===== config.mk =====
export PLATFORM = sky130hd
export DESIGN_NAME = ifc_top
export DESIGN_NICKNAME = d
export VERILOG_FILES = /design/src/rtl/ifc_pkg.sv /design/src/rtl/ifc_fifo.sv /design/src/rtl/ifc_timeout.sv /design/src/rtl/ifc_events.sv /design/src/rtl/ifc_top.sv
export SDC_FILE = /design/constraint.sdc
export NUM_CORES = 1
export LEC_CHECK = 0
export CORE_UTILIZATION = 58
export CTS_CLUSTER_DIAMETER = 60
export DETAILED_ROUTE_END_ITERATION = 8
export DONT_BUFFER_PORTS = 1
export GPL_ROUTABILITY_DRIVEN = 0
export PLACE_DENSITY = 0.8
export SYNTH_ARGS = -nofsm -noshare
export SYNTH_HDL_FRONTEND = slang
export SYNTH_SLANG_ARGS = --single-unit

===== constraint.sdc =====
create_clock -name clk_i -period 4.5 [get_ports clk_i]
set_input_delay 0.675 -clock clk_i [delete_from_list [all_inputs] [get_ports clk_i]]
set_output_delay 0.675 -clock clk_i [all_outputs]
set_load 0.005 [all_outputs]

===== src/rtl/ifc_pkg.sv =====
package ifc_pkg;
  localparam int EV_TXE = 7;
  localparam int EV_TXL = 6;
  localparam int EV_RXH = 5;
  localparam int EV_EOF = 4;
  localparam int EV_MLE = 3;
  localparam int EV_CRC = 2;
  localparam int EV_OVR = 1;
  localparam int EV_SYM = 0;
  localparam logic [7:0] STICKY_MASK = 8'b1001_1111;
  localparam logic [7:0] THR_RESET   = 8'h77;

  // code 0 -> 1 byte, otherwise 2*code
  function automatic logic [4:0] thr_decode(input logic [3:0] code);
    return (code == 4'd0) ? 5'd1 : {code, 1'b0};
  endfunction
endpackage


===== src/rtl/ifc_fifo.sv =====
module ifc_fifo #(
  parameter int DEPTH = 32,
  parameter int DW    = 8,
  localparam int AW   = $clog2(DEPTH),
  localparam int CW   = AW + 1
) (
  input  logic          clk_i,
  input  logic          rst_ni,
  input  logic          clr_i,
  input  logic          push_i,
  input  logic [DW-1:0] pdata_i,
  input  logic          pop_i,
  output logic [DW-1:0] head_o,
  output logic [CW-1:0] count_o,
  output logic          full_o,
  output logic          empty_o
);
  logic [DW-1:0] mem [DEPTH];
  logic [AW-1:0] wr_ptr, rd_ptr;
  logic [CW-1:0] cnt;
  logic do_push, do_pop;

  assign full_o  = (cnt == CW'(DEPTH));
  assign empty_o = (cnt == '0);
  assign do_push = push_i & ~full_o & ~clr_i;
  assign do_pop  = pop_i & ~empty_o & ~clr_i;
  assign head_o  = mem[rd_ptr];
  assign count_o = cnt;

  always_ff @(posedge clk_i) begin
    if (do_push) mem[wr_ptr] <= pdata_i;
  end

  always_ff @(posedge clk_i or negedge rst_ni) begin
    if (!rst_ni) begin
      wr_ptr <= '0;
      rd_ptr <= '0;
      cnt    <= '0;
    end else if (clr_i) begin
      wr_ptr <= '0;
      rd_ptr <= '0;
      cnt    <= '0;
    end else begin
      if (do_push) wr_ptr <= (wr_ptr == AW'(DEPTH - 1)) ? '0 : wr_ptr + 1'b1;
      if (do_pop)  rd_ptr <= (rd_ptr == AW'(DEPTH - 1)) ? '0 : rd_ptr + 1'b1;
      case ({do_push, do_pop})
        2'b10:   cnt <= cnt + 1'b1;
        2'b01:   cnt <= cnt - 1'b1;
        default: cnt <= cnt;
      endcase
    end
  end


  cnt_bound_chk: assert property (@(posedge clk_i) disable iff (!rst_ni)
    cnt <= CW'(DEPTH));

  full_hold_chk: assert property (@(posedge clk_i) disable iff (!rst_ni)
    (full_o && push_i && !pop_i && !clr_i) |=> $stable(cnt));
endmodule


===== src/rtl/ifc_timeout.sv =====
module ifc_timeout #(
  parameter int HS_CYC  = 3336000,
  parameter int LS_BITS = 32,
  localparam int LIM = (HS_CYC > LS_BITS) ? HS_CYC : LS_BITS,
  localparam int TW  = $clog2(LIM + 1)
) (
  input  logic clk_i,
  input  logic rst_ni,
  input  logic restart_i,
  input  logic flag_clr_i,
  input  logic held_i,
  input  logic fast_i,
  input  logic tick_i,
  output logic tout_o
);
  logic [TW-1:0] tm, lim;
  logic step;

  assign lim  = fast_i ? TW'(HS_CYC - 1) : TW'(LS_BITS - 1);
  assign step = fast_i | tick_i;

  always_ff @(posedge clk_i or negedge rst_ni) begin
    if (!rst_ni) begin
      tm     <= '0;
      tout_o <= 1'b0;
    end else begin
      if (flag_clr_i) tout_o <= 1'b0;
      if (restart_i) begin
        tm <= '0;
      end else if (held_i && !tout_o && step) begin
        if (tm >= lim) begin
          tout_o <= 1'b1;
          tm     <= '0;
        end else begin
          tm <= tm + 1'b1;
        end
      end
    end
  end


  tout_needs_data_chk: assert property (@(posedge clk_i) disable iff (!rst_ni)
    $rose(tout_o) |-> $past(held_i));

  tout_clear_chk: assert property (@(posedge clk_i) disable iff (!rst_ni)
    flag_clr_i |=> !tout_o);
endmodule


===== src/rtl/ifc_events.sv =====
module ifc_events
  import ifc_pkg::*;
#(
  parameter int CW = 6
) (
  input  logic          clk_i,
  input  logic          rst_ni,
  input  logic [CW-1:0] count_i,
  input  logic [CW-1:0] tx_thr_i,
  input  logic [CW-1:0] rx_thr_i,
  input  logic          tout_i,
  input  logic          txe_i,
  input  logic          ovr_i,
  input  logic          crc_i,
  input  logic          len_i,
  input  logic          eof_i,
  input  logic          sym_i,
  input  logic          rd_i,
  input  logic          en_wr_i,
  input  logic [7:0]    en_data_i,
  output logic [7:0]    events_o,
  output logic [7:0]    enable_o,
  output logic          irq_no
);
  logic [7:0] sticky_q, sets, level_bits;

  always_comb begin
    sets = '0;
    sets[EV_TXE] = txe_i;
    sets[EV_EOF] = eof_i;
    sets[EV_MLE] = len_i;
    sets[EV_CRC] = crc_i;
    sets[EV_OVR] = ovr_i;
    sets[EV_SYM] = sym_i;
    level_bits = '0;
    level_bits[EV_TXL] = (count_i < tx_thr_i);
    level_bits[EV_RXH] = (count_i >= rx_thr_i) | tout_i;
  end

  always_ff @(posedge clk_i or negedge rst_ni) begin
    if (!rst_ni) begin
      sticky_q <= '0;
      enable_o <= '0;
    end else begin
      sticky_q <= ((sticky_q & ~(rd_i ? STICKY_MASK : 8'h00)) | sets) & STICKY_MASK;
      if (en_wr_i) enable_o <= en_data_i;
    end
  end

  assign events_o = sticky_q | level_bits;
  assign irq_no   = ~|(events_o & enable_o);


  sticky_rd_clr_chk: assert property (@(posedge clk_i) disable iff (!rst_ni)
    (rd_i && sets == '0) |=> ((events_o & STICKY_MASK) == '0));

  txe_set_chk: assert property (@(posedge clk_i) disable iff (!rst_ni)
    txe_i |=> events_o[EV_TXE]);
endmodule


===== src/rtl/ifc_top.sv =====
module ifc_top
  import ifc_pkg::*;
#(
  parameter int DEPTH          = 32,
  parameter int DW             = 8,
  parameter int HS_TIMEOUT_CYC = 3336000,
  parameter int LS_BITS        = 32,
  localparam int CW            = $clog2(DEPTH) + 1
) (
  input  logic          clk_i,
  input  logic          rst_ni,
  input  logic [DW-1:0] wdata_i,
  input  logic          data_wr_i,
  input  logic          data_rd_i,
  output logic [DW-1:0] head_o,
  input  logic          en_wr_i,
  input  logic          thr_wr_i,
  input  logic          evt_rd_i,
  input  logic          rx_push_i,
  input  logic [DW-1:0] rx_byte_i,
  input  logic          tx_pop_i,
  input  logic          clr_i,
  input  logic [1:0]    mode_i,
  input  logic          baud_tick_i,
  input  logic          tx_active_i,
  input  logic          tx_shift_empty_i,
  input  logic          crc_err_i,
  input  logic          len_err_i,
  input  logic          eof_i,
  input  logic          sym_err_i,
  output logic [7:0]    status_o,
  output logic [7:0]    event_o,
  output logic [7:0]    enable_o,
  output logic [7:0]    thr_o,
  output logic          irq_no
);
  logic [CW-1:0] count, tx_thr, rx_thr;
  logic full, empty, tout;

  always_ff @(posedge clk_i or negedge rst_ni) begin
    if (!rst_ni)       thr_o <= THR_RESET;
    else if (thr_wr_i) thr_o <= wdata_i[7:0];
  end

  assign tx_thr = CW'(thr_decode(thr_o[3:0]));
  assign rx_thr = CW'(thr_decode(thr_o[7:4]));

  ifc_fifo #(.DEPTH(DEPTH), .DW(DW)) u_fifo (
    .clk_i   (clk_i),
    .rst_ni  (rst_ni),
    .clr_i   (clr_i),
    .push_i  (data_wr_i | rx_push_i),
    .pdata_i (data_wr_i ? wdata_i : rx_byte_i),
    .pop_i   (data_rd_i | tx_pop_i),
    .head_o  (head_o),
    .count_o (count),
    .full_o  (full),
    .empty_o (empty)
  );

  ifc_timeout #(.HS_CYC(HS_TIMEOUT_CYC), .LS_BITS(LS_BITS)) u_tout (
    .clk_i      (clk_i),
    .rst_ni     (rst_ni),
    .restart_i  (rx_push_i | data_rd_i | clr_i),
    .flag_clr_i (data_rd_i | clr_i),
    .held_i     (!empty),
    .fast_i     (mode_i[1]),
    .tick_i     (baud_tick_i),
    .tout_o     (tout)
  );

  ifc_events #(.CW(CW)) u_evt (
    .clk_i     (clk_i),
    .rst_ni    (rst_ni),
    .count_i   (count),
    .tx_thr_i  (tx_thr),
    .rx_thr_i  (rx_thr),
    .tout_i    (tout),
    .txe_i     (tx_active_i & empty & tx_shift_empty_i),
    .ovr_i     (rx_push_i & full),
    .crc_i     (crc_err_i),
    .len_i     (len_err_i),
    .eof_i     (eof_i),
    .sym_i     (sym_err_i),
    .rd_i      (evt_rd_i),
    .en_wr_i   (en_wr_i),
    .en_data_i (wdata_i[7:0]),
    .events_o  (event_o),
    .enable_o  (enable_o),
    .irq_no    (irq_no)
  );

  assign status_o = {6'(count), 1'b0, tout};


  overrun_flag_chk: assert property (@(posedge clk_i) disable iff (!rst_ni)
    (rx_push_i && full) |=> event_o[EV_OVR]);

  clr_empty_chk: assert property (@(posedge clk_i) disable iff (!rst_ni)
    clr_i |=> (status_o[7:2] == 6'd0 && !status_o[0]));

  clr_keeps_thr_chk: assert property (@(posedge clk_i) disable iff (!rst_ni)
    (clr_i && !thr_wr_i) |=> $stable(thr_o));
endmodule


# Word level (Yosys, flattened, before mapping)
# Memory sizes are Yosys's and may differ from the RTL's.
# Cells that the tools add are included.
# classes
mux	22
add_sub_neg	5
n_reduce_logical	13
n_eq_ne	5
magnitude_cmp	3
bitwise	22
# op_table
op	n
$mux W22	4
$mux W5	8
$add A22 B1 Y22 const B	1
$ge A22 B22 Y1	1
$and A8 B8 Y8	2
$mux W8	2
$pmux W6 S2	1
$add A5 B1 Y5 const B	2
$eq A5 B5 Y1 const B	2
$logic_not A4 Y1	2
$not A8 Y8	1
$or A8 B7 Y8	1
$or A8 B8 Y8	1
$reduce_or A8 Y1	1
$and A1 B1 Y1	7
$or A1 B1 Y1	7
$add A6 B1 Y6 const B	1
$eq A6 B6 Y1 const B	1
$ge A6 B5 Y1	1
$logic_not A6 Y1	1
$lt A6 B5 Y1	1
$mux W1	6
$mux W6	1
$reduce_bool A2 Y1	3
7 further kinds	12
# totals
wordCells	79
out_inout_bits	41
n_memories	1
register_bits	61
mem_bits_rw	256
# memory_table
memory	depth	word_bits	read_ports	rd_ports_with_merged_regs	write_ports	line_no	source
u_fifo.mem	32	8	1	0	1	ifc_fifo.sv:18	logic [DW-1:0] mem [DEPTH];

# Depth between registers and ports, before layout
# Gate-level depths: netlist of run 1.
# depth
ltp_word	8
depth_mapped	11
mapped_depth_nobuf	10

# Cells and area by module
# Synthesis of run 1 repeated with hierarchy kept, for this count alone.
# hier_totals
hier_cells	832
hier_area_um2	14094.8
# modules_own_cells
module	cells_each	instances	area_each_um2
ifc_fifo	529	1	11018.1
ifc_timeout	180	1	1676.6
ifc_events	77	1	827.0
ifc_top	46	1	573.0

# Worst setup path after synthesis of run 1
# OpenSTA, ideal clock, no wires.
# synth_path
path_type	input port to flip-flop
startpoint	in clr_i
endpoint	reg u_fifo.cnt[5] (netlist: u_fifo.count_o[5])
t_required_ns	4.426
cell_stages	11
arrival_ns	3.179
slack_ns	1.247
path_cell_list	clkbuf_1 o21bai_1 or4b_4 o31ai_4 ha_1 a41oi_1 o31ai_1 a21oi_1 xor2_2 or3_1 a21oi_2
# synth_between
elab_chain_len	5
# synth_rtl
element	line_no	source
from (decl)	ifc_top.sv:22	input logic clr_i,
$not A1 Y1	ifc_fifo.sv:25, ifc_fifo.sv:26	
$and A1 B1 Y1, on equally long branches	ifc_fifo.sv:26, ifc_fifo.sv:25	
$eq A2 B1 Y1 or $eq A2 B2 Y1 (tied branches)	ifc_fifo.sv:46	case ({do_push, do_pop})
$pmux W6 S2	ifc_fifo.sv:46	
$mux W6	ifc_fifo.sv:39	end else if (clr_i) begin
to (signal assigned)	ifc_fifo.sv:47	2'b10: cnt <= cnt + 1'b1;
to (signal assigned)	ifc_fifo.sv:48	2'b01: cnt <= cnt - 1'b1;
to (signal assigned)	ifc_fifo.sv:49	default: cnt <= cnt;
to (decl)	ifc_fifo.sv:20	logic [CW-1:0] cnt;
# Parallel ways exist; a longest one is shown, timed or not.
# A chain may end at the register's enable or synchronous reset.

# Final worst setup path of run 1
# layout_path
startpoint	reg u_fifo.rd_ptr[0]
endpoint	out head_o[6]
# layout_between
elab_chain_len	1
# layout_rtl
element	line_no	source
from (decl)	ifc_fifo.sv:19	logic [AW-1:0] wr_ptr, rd_ptr;
from (signal assigned)	ifc_fifo.sv:45	if (do_pop) rd_ptr <= (rd_ptr == AW'(DEPTH - 1)) ? '0 : rd_ptr + 1'b1;
$mem_v2 Z32 W8	--	
to (decl)	ifc_top.sv:15	output logic [DW-1:0] head_o,
# Every way passes these cells.

==> results.cfg, run 1 <==
[run_status]
outcome = complete, no violations

[synth]
syn_area_um2 = 13800
synthTopCellsByArea = edfxtp_1, mux4_2, dfrtp_1
synth-edff-count = 256
yosysSeqAreaShare_pct = 66.9
synth_top_area_share_pct = 55.8
yosysUniqueCellTypes = 73
ys_ff_latch = 317
syn_area_per_cell_um2 = 16.9
synth_cells = 816
ys_warn_count = 0
async_flop_share_pct = 19.2
synth_ff_type = edfxtp_1
yosysTopAreaCell = edfxtp_1
syn_nets = 881

[finish]
stdcell_area_um2 = 15100
diodes = 0
nets = 884
layout-drive-gt1-share_pct = 20.9
area_growth_pct = 9.87
final_core_util_pct = 64.7

[die]
initial_utilization_pct = 58.9
rows = 56
die_y_um = 156
die-area_um2 = 24400
dieWidth_um = 156
ios = 76
core-area_um2 = 23400

[timing]
finClkSkew_ps = 12.1
fmax_ghz = 0.242
hold_violations = 0
min_period_ps = 4120
tns_ps = 0
period_share_pct = 91.7
rsz0062_at_grt = no
worst_pin_slew_ps = 1390
finalMaxSlewViolations = 0
max_slew_margin_pct = 7.25
hold_slack_ps = 170
setup_viol = 0

[worst_setup_path]
worstRegToRegCells = 4
startpoint_type = flip-flop
critical_path_class = flip-flop to primary output
crit_path_end = head_o[6]
reg2reg_slack_ps = 1030
cp-startpoint = u_fifo.rd_ptr[0]
critPathRequiredTime_ps = 3830
end_kind = primary output
worstReg2RegStart = u_fifo.count_o[2]
worstReg2RegEnd = u_fifo.mem[9][1]
path_max_fanout = 53
arrival_ps = 3450

[clock_tree]
clock-sinks = 317
insertion_delay_ps = 570
clockBufferDepth = 3
cts-root-buf = clkbuf_16
h-tree-depth = 1
post_cts_buffers = 0
cts_buffers = 31
cts_tree = yes
clkTransAtPathRegs_ps = 60

[global_routing]
grt.total_usage_pct = 25.8
grt_overflow = 0
grt_max_degree = 62
antenna_found_initial = 0
grt_pass1_vias = 7978
grt_pass1_wl_mm = 46.3

[route]
drc = 0
routed_wl_mm = 30.4
drtPass1Iterations = 5
routedWlPerCell_um = 26.1
via_per_inst = 6.62
ant_nets = 0
drtIter0Drc = 662
vias = 7691

[place]
place_area_um2 = 14100
numPortBuffers = 0
dp_hpwl_mm = 18.8

[run]
drv_cap = 0

[power_and_ir_drop]
vdd_drop_max_mv = 0.328
power_density_nw_per_um2 = 510
p_leak_nw = 5.07

[min_path]
hold_path.class = primary input to flip-flop
-- cell families after synthesis --
logic type,after synthesis,share of synthesized area [%]
xor+xnor,5,0.372
flops,317,66.9
fa+ha+maj,30,2.72
compound gates,102,5.66
buf+inv,58,1.82
mux,110,15.5
simple gates,193,7.01
other cells,1,0.0272
-- through the flow --
stage / std cells / setup slack (ps) / total power (W)
floorplan: 816 / 1250 / 0.00467
CTS: 1162 / 314 / 0.00774
finish: 1162 / 376 / 0.00772
global route: 1162 / 195 / 0.00796
global placement: 1103 / 1020 / 0.00500
detailed placement: 1103 / 941 / 0.00509
-- power breakdown --
part / internal (W) / switching (W)
Clock: 0.00157 / 0.00108
Combinational: 0.000791 / 0.000718
Sequential: 0.00327 / 0.000289
-- worst min-delay path by stage --
| stage | slack [ps] | endpoint | startpoint | cells past startpoint |
|---|---|---|---|---|
| after floorplan | 380 | thr_o[3] | rst_ni | 0 |
| after global placement | 380 | u_evt.enable_o[2] | rst_ni | 0 |
| after detailed placement | 380 | u_evt.enable_o[2] | rst_ni | 0 |
| after CTS | 150 | u_fifo.rd_ptr[1] | clr_i | 1 |
| after global routing | 150 | u_fifo.rd_ptr[1] | clr_i | 1 |
| final | 170 | u_fifo.rd_ptr[1] | clr_i | 1 |
-- area by class of cell --
class                      instances  area, um2
clock buffer                      39        816
clock inverter                    18        229
fill                            1580       8260
inverter                          19       71.3
multi-input combinational        441       4310
sequential                       317       9230
tap                              319        399
timing repair buffer               9       90.1
-- state kept, by name, indices dropped and copies added, names as in the netlist --
| name | cells |
|---|---|
| u_fifo.rd_ptr | 5 |
| u_tout.tm | 22 |
| thr_o | 8 |
| u_tout.tout_o | 1 |
| u_evt.enable_o | 8 |
| u_fifo.mem | 256 |
| u_evt.sticky_q | 6 |
| u_fifo.wr_ptr | 5 |
| u_fifo.count_o | 6 |
-- worst max-delay path, stage by stage, from the launching register on --
cell	delay, ps
dfrtp_4	1080
buf_4	350
mux4_2	560
mux4_2	530
mux2_2	290
-- synthesized netlist by cell type, types with 5 or more instances --
| master | n |
|---|---|
| nor4_1 | 10 |
| ha_1 | 30 |
| nand3_1 | 17 |
| mux4_2 | 80 |
| mux2_2 | 26 |
| o31ai_1 | 8 |
| nand2_1 | 45 |
| o21ai_0 | 22 |
| and3_1 | 8 |
| nand4_1 | 8 |
| dfstp_2 | 6 |
| inv_1 | 19 |
| clkbuf_1 | 24 |
| or3_1 | 6 |
| nor3_1 | 9 |
| edfxtp_1 | 256 |
| a21o_1 | 8 |
| buf_4 | 5 |
| a21oi_1 | 9 |
| a31oi_1 | 5 |
| a22o_1 | 7 |
| buf_2 | 5 |
| nor2_1 | 61 |
| dfrtp_1 | 55 |
-- repair_timing --
action / in CTS / in global routing
resized for setup: 0 / 0
hold buffers: 2 / 0
hold endpoints to repair: 61 / 0
-- placed cells by master, fill, tap and decap left out, drive strengths merged, types with 11 or more instances in the layout --
master | netlist | layout
edfxtp | 256 | 256
mux4 | 80 | 80
nor2 | 61 | 61
dfrtp | 55 | 55
nand2 | 46 | 46
clkbuf | 24 | 39
ha | 30 | 30
mux2 | 26 | 26
o21ai | 24 | 24
inv | 19 | 21
nand3 | 17 | 17
nor4 | 11 | 11
-- layer usage --
metal / track usage [%] / wire [um] / vias up
met5: 0 / 0 / -
met4: 7.24 / 722 / 0
met3: 4.14 / 2350 / 50
met2: 44.2 / 15400 / 404
met1: 34.4 / 11900 / 3958
li1: - / - / 3279
Power figures use the tool's default switching activity.
==> run 2, diff against run 1 <==
--- a/config.mk
+++ b/config.mk
@@ -5,12 +5,12 @@
 export SDC_FILE = /design/constraint.sdc
 export NUM_CORES = 1
 export LEC_CHECK = 0
-export CORE_UTILIZATION = 58
+export CORE_UTILIZATION = 55
 export CTS_CLUSTER_DIAMETER = 60
 export DETAILED_ROUTE_END_ITERATION = 8
 export DONT_BUFFER_PORTS = 1
 export GPL_ROUTABILITY_DRIVEN = 0
-export PLACE_DENSITY = 0.8
+export PLACE_DENSITY = 0.76
 export SYNTH_ARGS = -nofsm -noshare
 export SYNTH_HDL_FRONTEND = slang
 export SYNTH_SLANG_ARGS = --single-unit
==> constraint.sdc (replaced) <==
create_clock -name clk_i -period 5.3 [get_ports clk_i]
set_input_delay 0.795 -clock clk_i [delete_from_list [all_inputs] [get_ports clk_i]]
set_output_delay 0.795 -clock clk_i [all_outputs]
set_load 0.1 [all_outputs]
==> run 2 against run 1 <==
Effect of this change: worst hold slack got worse by 93 ps; setup slack improved by 340 ps; first-iteration DRC count increased by 0.45%; via count is 1.7% lower; sequential cell count is the same; register-to-register slack better by 460 ps; utilization down 2.6 points; non-clock buffer count increased by 1; clock skew rose by 3.6 ps; total power fell by 7.5%; combinational power is 9% higher; global-route usage down 1.9 points; critical path type unchanged; critical endpoint is now head_o[7]; largest power group unchanged.
==> results.cfg, run 2 (same netlist as run 1, synthesis figures left out) <==
[run_status]
outcome = complete, no violations

[route]
via_per_inst = 6.47
routed_wl_mm = 29.8
vias = 7559
drc = 0
ant_nets = 0
routedWlPerCell_um = 25.5
drtPass1Iterations = 5
drtIter0Drc = 665

[die]
die-area_um2 = 25700
rows = 57
ios = 76
initial_utilization_pct = 56.3
core-area_um2 = 24500
dieWidth_um = 160
die_y_um = 160

[global_routing]
grt_overflow = 0
grt_pass1_wl_mm = 45.8
grt_max_degree = 56
grt.total_usage_pct = 23.9
antenna_found_initial = 0
gr-usage-met2_pct = 39.1
grtUsageMet3_pct = 3.41
grt_pass1_vias = 7693
grt.busiest_layer = met2
met1_usage_pct = 33.5

[timing]
max_slew_margin_pct = 13.4
worst_pin_slew_ps = 1290
period_share_pct = 86.5
hold_violations = 0
setup_viol = 0
min_period_ps = 4590
rsz0062_at_grt = no
fmax_ghz = 0.218
finClkSkew_ps = 15.7
layout_setup_ws_ps = 715
tns_ps = 0
finalMaxSlewViolations = 0

[clock_tree]
cts-root-buf = clkbuf_16
h-tree-depth = 1
insertion_delay_ps = 570
clock-sinks = 317
cts_tree = yes
clkTransAtPathRegs_ps = 60
cts_buffers = 31
clockBufferDepth = 3
post_cts_resized = 0

[worst_setup_path]
worstRegToRegCells = 10
worstReg2RegEnd = u_fifo.count_o[5]
cp-startpoint = u_fifo.rd_ptr[0]
worstReg2RegStart = u_fifo.count_o[3]
end_kind = primary output
critical_path_class = flip-flop to primary output
critPathRequiredTime_ps = 4510
arrival_ps = 3790
path_max_fanout = 55
startpoint_type = flip-flop
reg2reg_slack_ps = 1490
crit_path_end = head_o[7]

[place]
numPortBuffers = 0
dp_hpwl_mm = 18.5
placed_cells = 1110
preCtsSetupSlack_ps = 1220

[power_and_ir_drop]
power_density_nw_per_um2 = 470
p_leak_nw = 5.10
comb_power_share_pct = 23.1
vdd_drop_max_mv = 0.338
p_clk_share_pct = 32.0
pwr-share-seq_pct = 44.9
p_sw_w = 0.00232
switching_share_pct = 32.5
cellInternalPower_w = 0.00482

[finish]
layout-drive-gt1-share_pct = 21.8
nets = 885
area_growth_pct = 10.3
reg.largest.list = u_fifo.mem x256, u_tout.tm x22
stdcell_count = 1169
final_common_cell = edfxtp_1
largest_register_ffs = 256
regArea_um2 = 9230
diodes = 0
final_cell_mix = edfxtp_1, mux4_2, nor2_1
multiInputGateArea_um2 = 4330
fillers = 1655
top_register = u_fifo.mem

[min_path]
hold_path.class = primary input to async pin

[run]
drv_cap = 0
==> run 2: changes by cell type in the layout (fill, tap and decap cells not counted), sizes merged <==
cell,previous run,this run
buf,8,10
bufinv,5,6
clkbuf,39,37
clkinv,9,14
clkinvlp,2,0
dlygate4sd3,1,0
inv,21,20
==> run 2: stage by stage <==
step | power, W | util [%] | hold WS, ps | cell area, um2
floorplan | 0.00454 | - | 491 | 13800
global placement | 0.00482 | 57.7 | 501 | 14100
detailed placement | 0.00489 | 57.7 | 501 | 14100
CTS | 0.00718 | 62.1 | 60.3 | 15200
global route | 0.00736 | 62.1 | 58.3 | 15200
finish | 0.00714 | 62.1 | 77.3 | 15200
==> run 2: power groups by stage <==
| stage | registers (W) | logic, W | clock network (W) |
|---|---|---|---|
| 6_report | 0.00321 | 0.00165 | 0.00229 |
| 5_1_grt | 0.00324 | 0.00173 | 0.00240 |
| 4_1_cts | 0.00322 | 0.00165 | 0.00231 |
| 3_5_place_dp | 0.00327 | 0.00162 | 0 |
| 3_3_place_gp | 0.00326 | 0.00156 | 0 |
| 2_1_floorplan | 0.00310 | 0.00144 | 0 |
==> run 2: cell type report <==
class | instances | share of cell area (%)
clock buffers | 37 | 5.25
clock inverters | 21 | 1.77
inverters | 19 | 0.469
multi-input cells | 441 | 28.5
flip-flops and latches | 317 | 60.7
well taps | 324 | 2.67
repair buffers | 10 | 0.626
==> run 2: how the worst min path moves through the flow <==
stage / to / slack, ps
2_1_floorplan: u_tout.tm[4] / 490
3_3_place_gp: u_evt.enable_o[1] / 500
3_5_place_dp: u_evt.enable_o[1] / 500
4_1_cts: thr_o[4] / 60
5_1_grt: thr_o[4] / 60
6_report: thr_o[4] / 80
==> run 2: timing repair <==
item	4_1_cts	5_1_grt
buffers inserted	0	0
hold buffers	1	0
endpoints found under the hold margin	55	0
==> run 2: critical path, cell delays in order (launching register included) <==
cell and delay (ps):
dfrtp_4 1130, buf_4 440, mux4_2 590, mux4_2 510, mux2_2 510
==> run 2: routing by layer <==
metal,routed length [um],vias up,part of all wire [%]
met2,14800,325,50
met4,762,0,2.6
met1,12200,3894,41
met3,2060,52,6.9
met5,0,-,0
li1,-,3288,-
